--- src/rtl/csla_pkg.sv ---
package csla_pkg;
  localparam int unsigned DEF_WIDTH = 32;
  localparam int unsigned DEF_GRP   = 4;

  function automatic int unsigned sec_count(input int unsigned width, input int unsigned grp);
    return width / grp;
  endfunction
endpackage

--- src/rtl/csla_la_group.sv ---
// Lookahead group: every carry is a flattened sum of products of G, P and the carry-in.
module csla_la_group #(
  parameter int unsigned W = 4
) (
  input  logic [W-1:0] a,
  input  logic [W-1:0] b,
  input  logic         ci,
  output logic [W-1:0] s,
  output logic         co
);
  logic [W-1:0] gen;
  logic [W-1:0] prp;
  logic [W:0]   cy;

  assign gen = a & b;
  assign prp = a ^ b;

  always_comb begin
    cy[0] = ci;
    for (int i = 0; i < W; i++) begin
      logic acc;
      logic prod;
      acc  = gen[i];
      prod = prp[i];
      for (int j = i - 1; j >= 0; j--) begin
        acc  = acc | (prod & gen[j]);
        prod = prod & prp[j];
      end
      cy[i+1] = acc | (prod & ci);
    end
  end

  assign s  = prp ^ cy[W-1:0];
  assign co = cy[W];
endmodule

--- src/rtl/csla_sel_section.sv ---
// One section: either a single lookahead group (lowest) or a duplicated pair with a select mux.
module csla_sel_section #(
  parameter int unsigned W   = 4,
  parameter bit          DUP = 1'b1
) (
  input  logic [W-1:0] a,
  input  logic [W-1:0] b,
  input  logic         ci,
  output logic [W-1:0] s,
  output logic         co,
  output logic         co_if0,
  output logic         co_if1
);
  generate
    if (DUP) begin : g_dup
      logic [W-1:0] s0, s1;
      csla_la_group #(.W(W)) u_lo (.a(a), .b(b), .ci(1'b0), .s(s0), .co(co_if0));
      csla_la_group #(.W(W)) u_hi (.a(a), .b(b), .ci(1'b1), .s(s1), .co(co_if1));
      always_comb begin
        s  = ci ? s1 : s0;
        co = ci ? co_if1 : co_if0;
      end
    end else begin : g_single
      csla_la_group #(.W(W)) u_one (.a(a), .b(b), .ci(ci), .s(s), .co(co));
      assign co_if0 = co;
      assign co_if1 = co;
    end
  endgenerate
endmodule

--- src/rtl/csla_adder.sv ---
module csla_adder #(
  parameter int unsigned WIDTH = csla_pkg::DEF_WIDTH,
  parameter int unsigned GRP   = csla_pkg::DEF_GRP
) (
  input  logic [WIDTH-1:0] a_in,
  input  logic [WIDTH-1:0] b_in,
  input  logic             c_in,
  output logic [WIDTH-1:0] sum_out,
  output logic             c_out
);
  localparam int unsigned NSEC = csla_pkg::sec_count(WIDTH, GRP);

  logic [NSEC:0]   sec_c;   // carry into each section, plus final carry
  logic [NSEC-1:0] cand0;   // section carry-out assuming incoming 0
  logic [NSEC-1:0] cand1;   // section carry-out assuming incoming 1

  assign sec_c[0] = c_in;   // lowest section sees external carry directly

  generate
    for (genvar k = 0; k < NSEC; k++) begin : g_sec
      csla_sel_section #(.W(GRP), .DUP(k != 0)) u_sec (
        .a      (a_in[k*GRP +: GRP]),
        .b      (b_in[k*GRP +: GRP]),
        .ci     (sec_c[k]),
        .s      (sum_out[k*GRP +: GRP]),
        .co     (sec_c[k+1]),
        .co_if0 (cand0[k]),
        .co_if1 (cand1[k])
      );
    end
  endgenerate

  assign c_out = sec_c[NSEC];
endmodule

--- config.mk ---
export PLATFORM = sky130hd
export DESIGN_NAME = csla_adder
export DESIGN_NICKNAME = d
export VERILOG_FILES = /design/src/rtl/csla_pkg.sv /design/src/rtl/csla_la_group.sv /design/src/rtl/csla_sel_section.sv /design/src/rtl/csla_adder.sv
export SDC_FILE = /design/constraint.sdc
export NUM_CORES = 1
export LEC_CHECK = 0
export BUFFER_PORTS_ARGS = -buffer_cell sky130_fd_sc_hd__buf_2
export CAP_MARGIN = 15
export CORE_ASPECT_RATIO = 0.8
export CORE_UTILIZATION = 40
export DETAILED_ROUTE_END_ITERATION = 16
export PLACE_DENSITY = 0.68
export SLEW_MARGIN = 15
export SYNTH_ARGS = -nofsm -noshare
export SYNTH_HDL_FRONTEND = slang
export SYNTH_HIERARCHICAL = 1
export SYNTH_SLANG_ARGS = --single-unit
--- constraint.sdc ---
create_clock -name vclk -period 5
set_input_delay 0.5 -clock vclk [all_inputs]
set_output_delay 0.5 -clock vclk [all_outputs]
set_load 0.05 [all_outputs]
==> results of run 1 <==
==> critical path: stages <==
cell	delay [ps]
buf_2	100
ha_1	330
a21o_1	200
a31o_1	200
a21o_1	250
mux2_2	320
mux2_2	410
mux2_2	320
mux2_2	410
mux2_2	340
mux2_2	320
mux2_2	340
buf_2	210
==> cells in the final DEF (no fill, tap or decap) <==
cell and n:
conb_1 28, a21oi_1 14, a21o_1 43, o21bai_1 1, a31o_1 14, a211oi_2 1, xnor2_1 17, buf_2 98
mux2_2 35, o21ai_0 1, inv_1 12, fa_1 15, ha_1 60, xor2_1 28, nor2_1 2
==> final timing paths <==
path	start	to	slack [ps]	cells past startpoint
min	b_in[3]	sum_out[3]	1500	4
max	a_in[2]	sum_out[29]	240	13
==> layer usage <==
metal / routed length [um] / track usage / up-vias
met5: 0 / 0 / -
met4: 0 / 0 / 0
met3: 371 / 0.02516 / 0
met2: 2232 / 0.2926 / 68
met1: 2307 / 0.1842 / 953
li1: - / - / 1137
==> layout make-up <==
class,instances,area (sq um)
repair buffers,98,490.5
well taps,81,101.3
fillers,596,2814
inverters,12,45.04
multi-input cells,259,2492
==> stage by stage <==
stage | utilization | setup slack (ps) | hold slack, ps
final | 0.5265 | 244.7 | 1501
after global routing | 0.5265 | 100.2 | 1536
after CTS | 0.5265 | 215.6 | 1502
after detailed placement | 0.5265 | 225.0 | 1500
after global placement | 0.5265 | 289.4 | 1494
after floorplan | - | 652.8 | 1379
==> power groups by stage <==
stage	logic, mW	clock network (mW)	registers, mW
4_1_cts	0.722	0	0
3_3_place_gp	0.709	0	0
6_report	0.715	0	0
3_5_place_dp	0.718	0	0
5_1_grt	0.770	0	0
2_1_floorplan	0.565	0	0
==> reports/metrics.yaml, run 1 <==
die_y_um: 72.50
grt_setup_unrepaired: "no"
start_util: 0.4181
netlist_area_sq_um: 2485
setup_viol: 0
core_area_sq_um: 5943
drive_gt1_frac: 0.3631
seqPwrFrac: 0
viasPerCell: 4.796
grt_overflow: 0
dr.pass1.iters: 4
antenna_found_initial: 0
hpwl_mm: 4.594
first_global_vias: 2132
gp_congestion: 0.7753
post_cts_buffers: 0
grt_pass1_wl_mm: 8.487
vias: 2158
die_x_um: 90.12
finalWorstPathRequiredPeriod_ps: 4755
syn_to_final_growth_pct: 25.93
grt.total_usage: 0.1499
crit_arrival_ps: 4260
dieArea_sq_um: 6533
internal_power_mw: 0.2539
status: "complete, no violations"
cts_hold_buf: 0
start_kind: "input port"
place_area_sq_um: 3129
first_iter_violations: 10
final_nets: 511
hold_class: "input port to primary output"
port_buffers: 98
nClkBuffers: 0
insertedDiodeCount: 0
p_total_mw: 0.7149
tns_ps: 0
fin_area_sq_um: 3129
switching_share: 0.6449
max_freq_mhz: 210.3
power.density_nw_per_um2: 228.4
fin_crit_sh: 0.9511
ctsResizeCount: 0
comb_power_share: 1.000
max_cap_viol_count: 0
crit_fanout: 5
avgSynthCellArea_sq_um: 9.669
final_max_slew_viol_count: 0
flops_and_latches: 0
register_area_sq_um: 0
routedWlPerCell_um: 10.91
required_ps: 4500
pwr-share-clk: 0
endpoint_kind: "primary output"
post-route-drc-count: 0
power.net_switching_mw: 0.4610
synth_warnings: 6
synth_cells: 257
p_leak_nw: 1.819
ant_nets: 0
num_rows: 25
wl_mm: 4.911
num_io_pins: 98
placed_cells: 450
finalNonFillerCells: 450
critPathKind: "input port to primary output"
grt_max_degree: 6
finalHoldViolCount: 0
peakVddDrop_mv: 0.1679
No activity file was read; power rests on OpenSTA's default activity.
==> run 2, diff against run 1 <==
--- a/config.mk
+++ b/config.mk
@@ -10,9 +10,8 @@
 export CORE_ASPECT_RATIO = 0.8
 export CORE_UTILIZATION = 40
 export DETAILED_ROUTE_END_ITERATION = 16
-export PLACE_DENSITY = 0.68
+export PLACE_DENSITY = 0.76
 export SLEW_MARGIN = 15
 export SYNTH_ARGS = -nofsm -noshare
 export SYNTH_HDL_FRONTEND = slang
-export SYNTH_HIERARCHICAL = 1
 export SYNTH_SLANG_ARGS = --single-unit
==> reports/metrics.yaml, run 2 <==
register_area_sq_um: 0  # unchanged
yosys.area.top_type: "ha_1"
start_util: 0.4295  # was 0.4181
grt_max_degree: 9  # was 6
synth_common_cells: "ha_1, inv_1, xnor2_1"
placed_cells: 337  # was 450
antenna_found_initial: 0  # unchanged
endpoint_kind: "primary output"  # unchanged
peakVddDrop_mv: 0.1071  # was 0.1679 mV
tns_ps: 0  # unchanged
netlist_area_sq_um: 1521  # was 2485 sq um
grt_setup_unrepaired: "no"  # unchanged
finish.utilization: 0.5828  # was 0.5265
slew_headroom: 0.7583
synth_most_common_cell: "ha_1"
drive_gt1_frac: 0.3864  # was 0.3631
status: "complete, but fails checks"  # was complete, no violations
violations: "DRC"
cts_hold_buf: 0  # unchanged
synth_cells: 197  # was 257
finalWorstPathRequiredPeriod_ps: 3295  # was 4755 ps
post_cts_buffers: 0  # unchanged
layout_commonest_cell: "buf_2"  # unchanged
flops_and_latches: 0  # unchanged
dr.pass1.iters: 10  # was 4
startpoint: "a_in[16]"  # was a_in[2]
syn-num-nets: 302
post-route-drc-count: 3  # was 0
final_nets: 402  # was 511
start_kind: "input port"  # unchanged
vias: 1627  # was 2,158
nClkBuffers: 0  # unchanged
first_global_vias: 1459  # was 2,132
ys_seq_area_frac: 0
finalNonFillerCells: 337  # was 450
grt_overflow: 0  # unchanged
final_cell_mix: "buf_2, ha_1, inv_1"  # was buf_2, ha_1, a21o_1
p_leak_nw: 1.160  # was 1.819 nW
hpwl_mm: 3.210  # was 4.594 mm
grt_pass1_wl_mm: 5.913  # was 8.487 mm
critPathKind: "input port to primary output"  # unchanged
finalHoldViolCount: 0  # unchanged
gp_congestion: 0.7550  # was 0.7753
die_x_um: 70.96  # was 90.12 um
grt.total_usage: 0.1692  # was 0.1499
port_buffers: 98  # unchanged
hold_class: "input port to primary output"  # unchanged
max_freq_mhz: 303.5  # was 210.3 MHz
crit_end: "sum_out[23]"  # was sum_out[29]
first_iter_violations: 26  # was 10
wl_mm: 3.455  # was 4.911 mm
num_io_pins: 98  # unchanged
power.density_nw_per_um2: 231.4  # was 228.4 nW/um^2
fin_crit_sh: 0.6591  # was 0.9511
avgSynthCellArea_sq_um: 7.723  # was 9.669 sq um
crit_arrival_ps: 2800  # was 4260 ps
insertedDiodeCount: 0  # unchanged
core_area_sq_um: 3542  # was 5943 sq um
synth.distinct_cells: 45
n_fill_cell: 338  # was 596
setup_viol: 0  # unchanged
routedWlPerCell_um: 10.25  # was 10.91 um
crit_fanout: 4  # was 5
num_rows: 19  # was 25
max_cap_viol_count: 0  # unchanged
synth_warnings: 0  # was 6
die_y_um: 57.16  # was 72.50 um
ant_nets: 0  # unchanged
final_max_slew_viol_count: 0  # unchanged
ctsResizeCount: 0  # unchanged
tightest_slew_ps: 362.6
syn_to_final_growth_pct: 35.69  # was 25.93%
synth_top_area_share: 0.3207
dieArea_sq_um: 4056  # was 6533 sq um
synthTopCellsByArea: "ha_1, xnor2_1, inv_1"
viasPerCell: 4.828  # was 4.796
required_ps: 4500  # about the same
==> run 2: stage by stage <==
step	worst slack, ps	total power, mW	hold WS, ps	area (sq um)
floorplan	1484	0.3734	1379	1521
global placement	1720	0.4754	1484	2064
detailed placement	1696	0.4788	1489	2064
CTS	1694	0.4805	1489	2064
global route	1449	0.5110	1513	2064
finish	1705	0.4777	1487	2064
==> run 2: cell families (layout without fill, tap and decap cells) <==
logic type | Yosys count | after routing | synth area share
compound gates | 59 | 59 | 0.2837
xor+xnor | 28 | 28 | 0.1612
fa+ha+maj | 40 | 40 | 0.3339
buf+inv | 30 | 128 | 0.07401
mux | 2 | 2 | 0.01316
simple gates | 38 | 38 | 0.1340
==> run 2: metal layers <==
layer | wire length [um] | vias to the layer above | GRT usage | part of all wire
li1 | - | 909 | - | -
met1 | 1770 | 678 | 0.2377 | 0.51
met2 | 1548 | 40 | 0.3077 | 0.45
met3 | 135 | 0 | 0.007067 | 0.039
met4 | 0 | 0 | 0 | 0
met5 | 0 | - | 0 | 0
==> run 2: power breakdown <==
| part | internal, mW | leakage, nW | total, mW | switching [mW] |
|---|---|---|---|---|
| Sequential | 0 | 0 | 0 | 0 |
| Clock | 0 | 0 | 0 | 0 |
| Combinational | 0.143 | 1.16 | 0.478 | 0.334 |
==> run 2: layout make-up <==
cell class	instances	area, sq um	share of cell area
multi-input cells	167	1409	0.6824
repair buffers	98	490.5	0.2376
inverters	30	112.6	0.05455
well taps	42	52.55	0.02545
==> run 2: critical path, stage by stage <==
cell,delay [ps]
buf_2,90
inv_1,40
ha_1,340
and3_4,210
a221o_1,330
a31oi_1,140
o21ai_1,100
nor2_1,270
o21ai_1,150
a21oi_1,210
xnor2_1,130
buf_2,280
==> run 2: worst min-delay path by stage <==
stage | from | endpoint | slack [ps] | depth (start not counted)
5_1_grt | b_in[31] | sum_out[31] | 1510 | 4
3_5_place_dp | b_in[31] | sum_out[31] | 1490 | 4
3_3_place_gp | b_in[31] | sum_out[31] | 1480 | 4
2_1_floorplan | c_in | sum_out[0] | 1380 | 3
4_1_cts | b_in[31] | sum_out[31] | 1490 | 4
6_report | b_in[31] | sum_out[31] | 1490 | 4
